### src/rtl/i2c_watch_pkg.sv
package i2c_watch_pkg;

    // Events seen by the condition detector in one cycle
    typedef struct packed {
        logic start;
        logic stop;
        logic scl_fall;
    } bus_evt_t;

    // Registered status of the top level
    typedef struct packed {
        logic busy;
        logic start_f;
        logic stop_f;
        logic irq;
    } watch_state_t;

endpackage

### src/rtl/i2c_watch_sync.sv
module i2c_watch_sync #(
    parameter int WIDTH  = 2,
    parameter int STAGES = 2
) (
    input  logic             clk,
    input  logic             rst_n,
    input  logic [WIDTH-1:0] raw_i,
    output logic [WIDTH-1:0] sync_o
);
    localparam int LAST = STAGES - 1;

    for (genvar g = 0; g < WIDTH; g++) begin : g_bit
        logic [STAGES-1:0] chain_d, chain_q;

        always_comb begin
            chain_d = {chain_q[STAGES-2:0], raw_i[g]};
        end

        // Reset to 1: an idle bus is high, so no false edge after reset
        always_ff @(posedge clk or negedge rst_n) begin
            if (!rst_n) chain_q <= '1;
            else        chain_q <= chain_d;
        end

        assign sync_o[g] = chain_q[LAST];
    end
endmodule

### src/rtl/i2c_watch_cond.sv
module i2c_watch_cond
    import i2c_watch_pkg::*;
(
    input  logic     clk,
    input  logic     rst_n,
    input  logic     scl_i,
    input  logic     sda_i,
    output bus_evt_t evt_o
);
    logic scl_prev_d, scl_prev_q;
    logic sda_prev_d, sda_prev_q;

    always_comb begin
        scl_prev_d     = scl_i;
        sda_prev_d     = sda_i;
        evt_o.start    = scl_prev_q &  scl_i &  sda_prev_q & ~sda_i;
        evt_o.stop     = scl_prev_q &  scl_i & ~sda_prev_q &  sda_i;
        evt_o.scl_fall = scl_prev_q & ~scl_i;
    end

    always_ff @(posedge clk or negedge rst_n) begin
        if (!rst_n) begin
            scl_prev_q <= 1'b1;
            sda_prev_q <= 1'b1;
        end else begin
            scl_prev_q <= scl_prev_d;
            sda_prev_q <= sda_prev_d;
        end
    end

    // a condition is never reported in a cycle where SCL moved
    a_r5_no_cond_on_scl_edge: assert property (@(posedge clk) disable iff (!rst_n)
        (scl_i != scl_prev_q) |-> !(evt_o.start || evt_o.stop));
endmodule

### src/rtl/i2c_watch_hang.sv
module i2c_watch_hang #(
    parameter int CNT_W = 4
) (
    input  logic clk,
    input  logic rst_n,
    input  logic scl_i,
    input  logic sda_i,
    input  logic scl_fall_i,
    input  logic start_i,
    input  logic tick_i,
    output logic hang_o
);
    localparam logic [CNT_W-1:0] CNT_MAX = '1;

    typedef struct packed {
        logic [CNT_W-1:0] cnt;
        logic             hang;
    } hang_state_t;

    hang_state_t st_d, st_q;
    logic        wrap;

    always_comb begin
        st_d = st_q;
        wrap = 1'b0;
        if (scl_fall_i) begin
            st_d.cnt = '0;
        end else if (scl_i && tick_i) begin
            wrap     = (st_q.cnt == CNT_MAX);
            st_d.cnt = st_q.cnt + 1'b1;
        end
        if (start_i)            st_d.hang = 1'b0;
        else if (wrap && !sda_i) st_d.hang = 1'b1;
    end

    always_ff @(posedge clk or negedge rst_n) begin
        if (!rst_n) st_q <= '0;
        else        st_q <= st_d;
    end

    assign hang_o = st_q.hang;

    // counter restarts on SCL fall
    a_r8_cnt_restart: assert property (@(posedge clk) disable iff (!rst_n)
        scl_fall_i |=> (st_q.cnt == '0));
    // without a tick the counter holds
    a_r6_cnt_hold: assert property (@(posedge clk) disable iff (!rst_n)
        (!tick_i && !scl_fall_i) |=> $stable(st_q.cnt));
    // START clears the hang report
    a_r9_hang_clear: assert property (@(posedge clk) disable iff (!rst_n)
        start_i |=> !hang_o);
    // hang only rises with the line low
    a_r7_hang_rise: assert property (@(posedge clk) disable iff (!rst_n)
        $rose(hang_o) |-> ($past(!sda_i) && $past(scl_i)));
endmodule

### src/rtl/i2c_bus_watch.sv
module i2c_bus_watch
    import i2c_watch_pkg::*;
#(
    parameter int SYNC_STAGES = 2,
    parameter int HANG_CNT_W  = 4
) (
    input  logic clk,
    input  logic rst_n,
    input  logic scl_in,
    input  logic sda_in,
    input  logic samp_tick,
    input  logic start_ien,
    input  logic stop_ien,
    input  logic clr_start,
    input  logic clr_stop,
    output logic bus_busy,
    output logic start_flag,
    output logic stop_flag,
    output logic hang_flag,
    output logic irq
);
    localparam int LINES = 2;

    logic [LINES-1:0] lines_s;
    bus_evt_t         evt;
    watch_state_t     st_d, st_q;

    i2c_watch_sync #(.WIDTH(LINES), .STAGES(SYNC_STAGES)) u_sync (
        .clk    (clk),
        .rst_n  (rst_n),
        .raw_i  ({scl_in, sda_in}),
        .sync_o (lines_s)
    );

    i2c_watch_cond u_cond (
        .clk   (clk),
        .rst_n (rst_n),
        .scl_i (lines_s[1]),
        .sda_i (lines_s[0]),
        .evt_o (evt)
    );

    i2c_watch_hang #(.CNT_W(HANG_CNT_W)) u_hang (
        .clk        (clk),
        .rst_n      (rst_n),
        .scl_i      (lines_s[1]),
        .sda_i      (lines_s[0]),
        .scl_fall_i (evt.scl_fall),
        .start_i    (evt.start),
        .tick_i     (samp_tick),
        .hang_o     (hang_flag)
    );

    always_comb begin
        st_d = st_q;
        if (evt.start)     st_d.busy = 1'b1;
        else if (evt.stop) st_d.busy = 1'b0;
        // A new event wins over a clear strobe in the same cycle
        if (evt.start)      st_d.start_f = 1'b1;
        else if (clr_start) st_d.start_f = 1'b0;
        if (evt.stop)       st_d.stop_f = 1'b1;
        else if (clr_stop)  st_d.stop_f = 1'b0;
        st_d.irq = (st_q.start_f & start_ien) | (st_q.stop_f & stop_ien);
    end

    always_ff @(posedge clk or negedge rst_n) begin
        if (!rst_n) st_q <= '0;
        else        st_q <= st_d;
    end

    assign bus_busy   = st_q.busy;
    assign start_flag = st_q.start_f;
    assign stop_flag  = st_q.stop_f;
    assign irq        = st_q.irq;

    // START makes the bus busy, STOP frees it
    a_r2_busy_on_start: assert property (@(posedge clk) disable iff (!rst_n)
        evt.start |=> bus_busy);
    a_r2_idle_on_stop: assert property (@(posedge clk) disable iff (!rst_n)
        evt.stop |=> !bus_busy);
    // start_flag only rises from a detected START
    a_r3_flag_cause: assert property (@(posedge clk) disable iff (!rst_n)
        $rose(start_flag) |-> $past(evt.start));
    // stop_flag holds until its strobe
    a_r4_stop_hold: assert property (@(posedge clk) disable iff (!rst_n)
        (stop_flag && !clr_stop) |=> stop_flag);
    // a raised request never appears without an enabled flag
    a_r10_irq_source: assert property (@(posedge clk) disable iff (!rst_n)
        $rose(irq) |-> $past((start_flag && start_ien) || (stop_flag && stop_ien)));
endmodule

### config.mk
export PLATFORM = sky130hd
export DESIGN_NAME = i2c_bus_watch
export DESIGN_NICKNAME = d
export VERILOG_FILES = /design/src/rtl/i2c_watch_pkg.sv /design/src/rtl/i2c_watch_sync.sv /design/src/rtl/i2c_watch_cond.sv /design/src/rtl/i2c_watch_hang.sv /design/src/rtl/i2c_bus_watch.sv
export SDC_FILE = /design/constraint.sdc
export NUM_CORES = 1
export LEC_CHECK = 0
export ABC_CLOCK_PERIOD_IN_PS = 1100
export BUFFER_PORTS_ARGS = -buffer_cell sky130_fd_sc_hd__buf_4
export CAP_MARGIN = 20
export CORE_AREA = 4 4 41 43
export CTS_BUF_LIST = sky130_fd_sc_hd__clkbuf_2
export CTS_CLUSTER_DIAMETER = 30
export CTS_CLUSTER_SIZE = 40
export DETAILED_ROUTE_END_ITERATION = 12
export DIE_AREA = 0 0 45 47
export GPL_TIMING_DRIVEN = 0
export PLACE_DENSITY = 0.72
export SLEW_MARGIN = 40
export SYNTH_ARGS = -nofsm -noshare
export SYNTH_HDL_FRONTEND = slang
export SYNTH_SLANG_ARGS = --single-unit
### constraint.sdc
create_clock -name clk -period 1.1 [get_ports clk]
set_input_delay 0.11 -clock clk [delete_from_list [all_inputs] [get_ports clk]]
set_output_delay 0.11 -clock clk [all_outputs]
set_load 0.01 [all_outputs]
# Word level (Yosys, flattened, before mapping)
# Cells that the tools add are included.
[op_classes]
add_sub_neg = 1
n_eq_ne = 1
n_mux = 12
bitwise_logic = 12
n_reduce_logical = 8
[ops]
columns = ["operator", "count"]
rows = [
  ["2-to-1 mux 1 bit", 10],
  ["nonzero test 2 bit", 5],
  ["bitwise AND 1 bit", 8],
  ["2-to-1 mux 4 bit", 2],
  ["adder 4 x 1 -> 4 bit (second input constant)", 1],
  ["== test 4 bit (second input constant)", 1],
  ["inverter 1 bit", 3],
  ["logical AND 1 bit", 2],
  ["zero test 1 bit", 1],
  ["OR 1 bit", 1],
]
[totals]
register_bits = 15
input_bits = 9
out_inout_bits = 5

# Longest topological paths before layout
# Gate-level depths: netlist (run 1).
[depth]
ltp_word = 6
depth_mapped = 4

# By module
# A second synthesis (run 1) with hierarchy kept.
[unflattened]
cells_unflattened = 47
area_unflattened_um2 = 586.8
[modules_own_cells]
columns = ["module", "n_inst", "cells_per_inst", "area_per_inst_um2"]
rows = [
  ["i2c_watch_hang", 1, 25, 245.2],
  ["i2c_bus_watch", 1, 11, 141.4],
  ["i2c_watch_sync", 1, 6, 120.1],
  ["i2c_watch_cond", 1, 5, 80.1],
]

# Worst setup path before layout (run 1)
# OpenSTA, ideal clock, no wires.
[synth_path]
path_type = "reg-to-reg"
startpoint = "register u_hang.st_q[1] in the netlist's numbering"
endpoint = "register u_hang.st_q[2] in the netlist's numbering"
setup_ns = 0.121
t_arrival_ns = 1.076
required_time_ns = 0.979
setup_slack_ns = -0.097
stages_incl_launch_ff = 4
path_buffers = 0
cell_sequence = "dfrtp_1 -> ha_1 -> mux2_4 -> a22o_1"
[synth_between]
elab_chain_cells = 3
[synth_lines]
columns = ["element", "line_no", "text"]
rows = [
  ["start: declaration", "i2c_watch_hang.sv:20", "hang_state_t st_d, st_q;"],
  ["start signal: assignment", "i2c_watch_hang.sv:38", "else st_q <= st_d;"],
  ["adder 4 x 1 -> 4 bit", "i2c_watch_hang.sv:30", "st_d.cnt = st_q.cnt + 1'b1;"],
  ["2-to-1 mux 4 bit", "i2c_watch_hang.sv:28", "end else if (scl_i && tick_i) begin"],
  ["2-to-1 mux 4 bit", "i2c_watch_hang.sv:26", "if (scl_fall_i) begin"],
]
# No other way between the ends. The select of a mux whose other input is x is not followed.
# A chain may end at the register's enable or synchronous reset.

# Worst setup path in the final report (run 1)
[layout_path]
startpoint = "register u_hang.st_q[2] in the netlist's numbering"
endpoint = "register u_hang.st_q[2] in the netlist's numbering"
# Same word-level chain as after synthesis.

==> results of run 1 <==
==> state kept, by name, indices dropped and copies added, names as in the netlist <==
| register | count |
|---|---|
| start_flag | 1 |
| irq | 1 |
| u_hang.hang_o | 1 |
| u_cond.scl_prev_q | 1 |
| u_hang.st_q | 4 |
| u_sync.g_bit.chain_q | 4 |
| bus_busy | 1 |
| stop_flag | 1 |
| u_cond.sda_prev_q | 1 |
==> power by group <==
group          internal, W  leakage (nW)  switching, W
Clock            0.0000822        0.0164      0.000180
Combinational     0.000123         0.187     0.0000770
Sequential        0.000599         0.181     0.0000308
==> area by class of cell <==
class                   instances  area, um^2  share of cell area
plain buffers                   1        11.3              0.0136
clock buffers                   3        15.0              0.0181
clock inverters                 1        5.00             0.00604
inverters                       3        11.3              0.0136
multi-input cells              25         195               0.236
flip-flops and latches         15         383               0.462
well taps                      15        18.8              0.0227
repair buffers                 23         189               0.228
==> final timing paths <==
check | startpoint | end | cells after the start | slack (ns)
setup / recovery | u_hang.st_q[2] | u_hang.st_q[2] | 3 | -0.10
hold / removal | stop_ien | irq | 2 | 0.03
setup reg to reg | u_hang.st_q[2] | u_hang.st_q[2] | 3 | -0.10
hold reg to reg | u_sync.g_bit[0].chain_q[0] | u_sync.g_bit[0].chain_q[1] | 0 | 0.37
max in group asynchronous | rst_n | u_cond.sda_prev_q | 2 | 0.67
min in group asynchronous | rst_n | start_flag | 2 | 0.18
==> what timing repair did <==
action,CTS,global route
endpoints found under the hold margin,19,0
gates resized for setup,3,8
pin swaps,1,4
hold buffers,5,0
buffers inserted,2,4
endpoints found under the setup margin,7,7
==> cells by family (layout without fill, tap and decap cells) <==
logic type,count (synthesis),in the layout,share of synthesized area
xor gates and xnor gates,2,2,0.0305
buffers and inverters,4,31,0.0283
adders and majority gates,1,1,0.0218
and+or+nand+nor,10,10,0.0872
muxes,1,1,0.0261
AOI/OAI and AO/OA,11,11,0.139
DFF,15,15,0.667
==> metal layers <==
| metal | track usage | routed length, um | vias up |
|---|---|---|---|
| li1 | - | - | 212 |
| met5 | 0 | 0 | - |
| met2 | 0.226 | 567 | 12 |
| met1 | 0.143 | 464 | 213 |
| met4 | 0.123 | 63 | 0 |
| met3 | 0.0230 | 60 | 6 |
==> worst max-delay path: stages (launching register included) <==
cell	delay, ns
sky130_fd_sc_hd__dfrtp_1	0.41
sky130_fd_sc_hd__ha_2	0.27
sky130_fd_sc_hd__mux2_4	0.26
sky130_fd_sc_hd__a22o_1	0.17
==> synthesized netlist by cell type (all sizes together) <==
cell and n:
dfstp 6, nand4 1, buf 1, o22a 1, inv 3, nand4b 1
o21ai 3, o32ai 1, nor2 2, xnor2 2, o22ai 1, dfrtp 9
nand2 3, mux2 1, a22o 4, a31oi 1, ha 1, nand3 2
nand2b 1
==> metrics by stage <==
step	area, um^2	util	setup WS (ns)
after floorplan	574	-	-0.0973
after global placement	691	0.531	-0.138
after detailed placement	691	0.531	-0.152
after CTS	782	0.601	-0.120
after global routing	828	0.637	-0.148
final	828	0.637	-0.104
==> cell usage in the layout (no fill, tap or decap), drive strengths merged <==
cell | Yosys | routed
mux2 | 1 | 1
dfrtp | 9 | 9
nor2 | 2 | 2
clkinv | 0 | 1
dlygate4sd3 | 0 | 5
xnor2 | 2 | 2
a22o | 4 | 4
nand2b | 1 | 1
nand3 | 2 | 2
o21ai | 3 | 3
nand4 | 1 | 1
o32ai | 1 | 1
nand2 | 3 | 3
ha | 1 | 1
dfstp | 6 | 6
o22a | 1 | 1
buf | 1 | 19
o22ai | 1 | 1
inv | 3 | 3
a31oi | 1 | 1
nand4b | 1 | 1
clkbuf | 0 | 3
==> impl_metrics.yaml, run 1 <==
status:
  run_status: "complete, but fails checks"
  failing_checks: "setup timing"
sta:
  timing.final.setup_violations: 2
  relSlewSlack: 0.873
  setup-tns-final_ns: -0.147
  fin_worst_hold_slack_ns: 0.0287
  maximum_clock_frequency_mhz: 831
  grt_setup_unrepaired: "yes"
  min_period_ns: 1.20
  post-route-worst-setup-slack_ns: -0.104
  final.period_utilization: 1.09
  finalHoldViolations: 0
  timing.final.max_slew_violations: 0
  worst_clock_skew_ns: 0.0119
  worst_pin_slew_ns: 0.190
route:
  detail_route.first_pass.iterations: 4
  postRouteWirelength_um: 1160
  drt_iter0_markers: 8
  vias: 443
  drc: 0
  final_antenna_net_count: 0
  post_detailed_route_wirelength_per_cell_um: 13.4
  drt-vias-per-instance: 5.15
power_and_ir_drop:
  post-layout-total-power_w: 0.00109
  vdd_ir_drop_max_v: 0.000644
  static-leakage-power_nw: 0.384
  power.density_cell_area_mw_per_mm2: 1320
logic_synthesis:
  ys_top_cells_by_area: "sky130_fd_sc_hd__dfrtp_1, sky130_fd_sc_hd__dfstp_2, sky130_fd_sc_hd__a22o_1"
  synth-warning-count: 0
  yosys.cell_types.count: 19
  syn-instance-count: 44
  synth.cell_area_um2: 574
  ys_ff_latch: 15
  synth_top_area_share: 0.392
  synth-seq-area-share: 0.667
  post_synth.cell_area_avg_um2: 13.1
  synth_largest_area_cell: "sky130_fd_sc_hd__dfrtp_1"
  mappedNetlistNets: 54
global_routing:
  grt_first_pass_wirelength_um: 1900
  number_of_global_route_vias_before_repair: 445
  grt_overflow_total: 0
  gr-usage-all-layers: 0.134
  pin_count_of_the_biggest_net_entering_global_routing: 16
  grt_antenna_before_repair: 0
layout:
  antenna-diode-count: 0
  area_growth_syn_to_layout_pct: 44.2
  instances_no_fill: 86
  fin_nets: 82
  final_layout_size_suffix_gt1_frac: 0.493
  layout.filler_cells: 101
worst_setup_path:
  critical_path.endpoint_type: "flop"
  critPathRequiredTime_ns: 1.30
  worst_setup_path_start_kind: "flop"
  cp.arrival_ns: 1.41
  crit_fanout: 2
  criticalPathCategory: "reg -> reg"
floorplanning:
  initial_core_util: 0.441
  die_area_mm2: 0.00212
  die_height_um: 47
  rows: 13
  pin_count: 14
  floorplan.core_area_mm2: 0.00130
  die_w_um: 45
clock_tree:
  tritoncts.num_buffers: 3
  cts.path.max_buffers: 2
  numClockSinks: 15
  insertion_delay_ns: 0.29
  root_buffer: "sky130_fd_sc_hd__clkbuf_2"
  clkTransAtPathRegs_ns: 0.15
  htree_levels: 1
  tritoncts: "built"
run:
  cap_violations: 0
placement:
  post-dp-hpwl_um: 684
  routability_congestion: 0.682
  portBuffers: 13
  dp_cells: 72
worst_hold_path:
  type_of_the_most_critical_hold_path: "in -> reg"
Note: power is estimated with default switching activity, not from simulation.
==> inputs of run 2 (changes only) <==
--- a/config.mk
+++ b/config.mk
@@ -5,7 +5,6 @@
 export SDC_FILE = /design/constraint.sdc
 export NUM_CORES = 1
 export LEC_CHECK = 0
-export ABC_CLOCK_PERIOD_IN_PS = 1100
 export BUFFER_PORTS_ARGS = -buffer_cell sky130_fd_sc_hd__buf_4
 export CAP_MARGIN = 20
 export CORE_AREA = 4 4 41 43
@@ -16,7 +15,9 @@
 export DIE_AREA = 0 0 45 47
 export GPL_TIMING_DRIVEN = 0
 export PLACE_DENSITY = 0.72
+export REMOVE_ABC_BUFFERS = 1
 export SLEW_MARGIN = 40
 export SYNTH_ARGS = -nofsm -noshare
 export SYNTH_HDL_FRONTEND = slang
 export SYNTH_SLANG_ARGS = --single-unit
+export TNS_END_PERCENT = 50
==> impl_metrics.yaml, run 2 (synthesized netlist as in run 1, its figures left out) <==
global_routing:
  grt_overflow_total: 0
  grt_antenna_before_repair: 0
  grt_first_pass_wirelength_um: 1790
  number_of_global_route_vias_before_repair: 430
  gr-usage-all-layers: 0.118
  pin_count_of_the_biggest_net_entering_global_routing: 16
layout:
  layout.cells.most_common: "sky130_fd_sc_hd__buf_4"
  layout.filler_cells: 105
  final_layout_size_suffix_gt1_frac: 0.437
  multi_input_comb_area_um2: 178
  instances_no_fill: 86
  layout_top_registers: "u_hang.st_q x4, u_sync.g_bit.chain_q x4"
  antenna-diode-count: 0
  area.sequential_um2: 383
  final_cell_mix: "sky130_fd_sc_hd__buf_4, sky130_fd_sc_hd__dfrtp_1, sky130_fd_sc_hd__dfstp_2"
  area_growth_syn_to_layout_pct: 39.9
  fin_nets: 82
clock_tree:
  clkTransAtPathRegs_ns: 0.15
  numClockSinks: 15
  insertion_delay_ns: 0.27
  cts.path.max_buffers: 2
  root_buffer: "sky130_fd_sc_hd__clkbuf_2"
  tritoncts.num_buffers: 3
  tritoncts: "built"
  htree_levels: 1
placement:
  portBuffers: 13
  dp_cells: 71
  pre_cts_slack_ns: -0.135
  routability_congestion: 0.704
  post-dp-hpwl_um: 769
worst_setup_path:
  critical_path.slowest_cell: "sky130_fd_sc_hd__dfrtp_1"
  crit_fanout: 2
  reg2reg_from: "u_hang.st_q[2]"
  timing.critical_path.buf_inv: 0
  crit-reg2reg-capture: "u_hang.st_q[2]"
  critical_path.cell_chain: "ha_2 > mux2_4 > a22o_1"
  cpLargestDelayFamily: "flip-flops"
  cp.arrival_ns: 1.38
  worst_setup_path_start_kind: "flop"
  worst-r2r-cell-count: 3
  rrSetupSlack_ns: -0.1
  critPathRequiredTime_ns: 1.28
  critical_path.max_stage_delay_ns: 0.42
  critical_path.endpoint_type: "flop"
  criticalPathCategory: "reg -> reg"
run:
  cap_violations: 0
sta:
  relSlewSlack: 0.820
  final.period_utilization: 1.09
  worst_pin_slew_ns: 0.269
  min_period_ns: 1.20
  grt_setup_unrepaired: "yes"
  worst_clock_skew_ns: 0.00567
  timing.final.max_slew_violations: 0
  maximum_clock_frequency_mhz: 834
  timing.final.setup_violations: 3
  post-route-worst-setup-slack_ns: -0.0993
  finalHoldViolations: 0
floorplanning:
  floorplan.core_area_mm2: 0.00130
  rows: 13
  die_w_um: 45
  initial_core_util: 0.441
  die_height_um: 47
  pin_count: 14
  die_area_mm2: 0.00212
route:
  detail_route.first_pass.iterations: 4
  vias: 446
  final_antenna_net_count: 0
  post_detailed_route_wirelength_per_cell_um: 13.7
  drt-vias-per-instance: 5.19
  dr_wl_met3_um: 41
  postRouteWirelength_um: 1180
  dr.max_layer_used: "met4"
  dr_wl_met2_um: 667
  drc: 0
  m1WireLength_um: 461
  drt_iter0_markers: 5
worst_hold_path:
  timing.hold.worst_endpoint: "irq"
  min_path_cells: 2
  type_of_the_most_critical_hold_path: "in -> reg"
  hold_path_startpoint: "stop_ien"
status:
  run_status: "complete, but fails checks"
  failing_checks: "setup timing"
power_and_ir_drop:
  power.density_cell_area_mw_per_mm2: 1320
  static-leakage-power_nw: 0.379
  vdd_ir_drop_max_v: 0.000882
==> run 2: cell count changes in the layout (fill, tap and decap cells not counted), moves of 2 or more <==
cell,delta
sky130_fd_sc_hd__o21ai_0,+3
sky130_fd_sc_hd__o21ai_1,-3
sky130_fd_sc_hd__buf_4,+2
sky130_fd_sc_hd__buf_6,-2
==> run 2: worst reg2reg max path: cells and delay by family (launching register included) <==
family	cells	cell delay, ns
fa+ha+maj	1	0.27
flops	1	0.42
compound gates	1	0.17
mux	1	0.25
==> run 2: cell type report <==
type	count	share of cell area
timing repair buffer	24	0.240
clock buffer	3	0.0187
clock inverter	1	0.00623
tap	15	0.0234
sequential	15	0.477
multi-input combinational	25	0.221
inverter	3	0.0140
==> run 2: routing by layer <==
metal | vias up | track usage
li1 | 209 | -
met4 | 0 | 0.0234
met2 | 11 | 0.226
met1 | 224 | 0.137
met5 | - | 0
met3 | 2 | 0.0230
==> run 2: stage by stage <==
| step | util | power (W) | setup TNS, ns | cell area [um^2] | hold slack, ns |
|---|---|---|---|---|---|
| global route | 0.617 | 0.00112 | -0.364 | 803 | 0.0260 |
| finish | 0.617 | 0.00106 | -0.141 | 803 | 0.0498 |
| floorplan | - | 0.000705 | -0.0973 | 569 | -0.186 |
| global placement | 0.527 | 0.000767 | -0.126 | 686 | -0.0318 |
| detailed placement | 0.527 | 0.000771 | -0.151 | 686 | -0.0309 |
| CTS | 0.577 | 0.00105 | -0.152 | 751 | 0.00154 |
==> run 2: where the power goes <==
part	switching, W	internal, W
Sequential	0.0000325	0.000599
Combinational	0.0000673	0.000111
Clock	0.000169	0.0000824
Total	0.000269	0.000793
==> run 2: worst max path at each step <==
stage / endpoint / start / depth (start not counted)
after global placement: u_hang.st_q[2] / u_hang.st_q[1] / 3
final: u_hang.st_q[2] / u_hang.st_q[2] / 3
after floorplan: u_hang.st_q[2] / u_hang.st_q[1] / 3
after CTS: u_hang.st_q[2] / u_hang.st_q[1] / 3
after global routing: u_hang.st_q[2] / u_hang.st_q[2] / 3
after detailed placement: u_hang.st_q[2] / u_hang.st_q[1] / 3
==> run 2: timing repair <==
item	CTS	global route
cloned	0	0
hold endpoints to repair	17	2
setup buffers	2	4
endpoints found under the setup margin	2	7
hold buffers	3	2
resized for setup	0	1
pin swaps	0	1
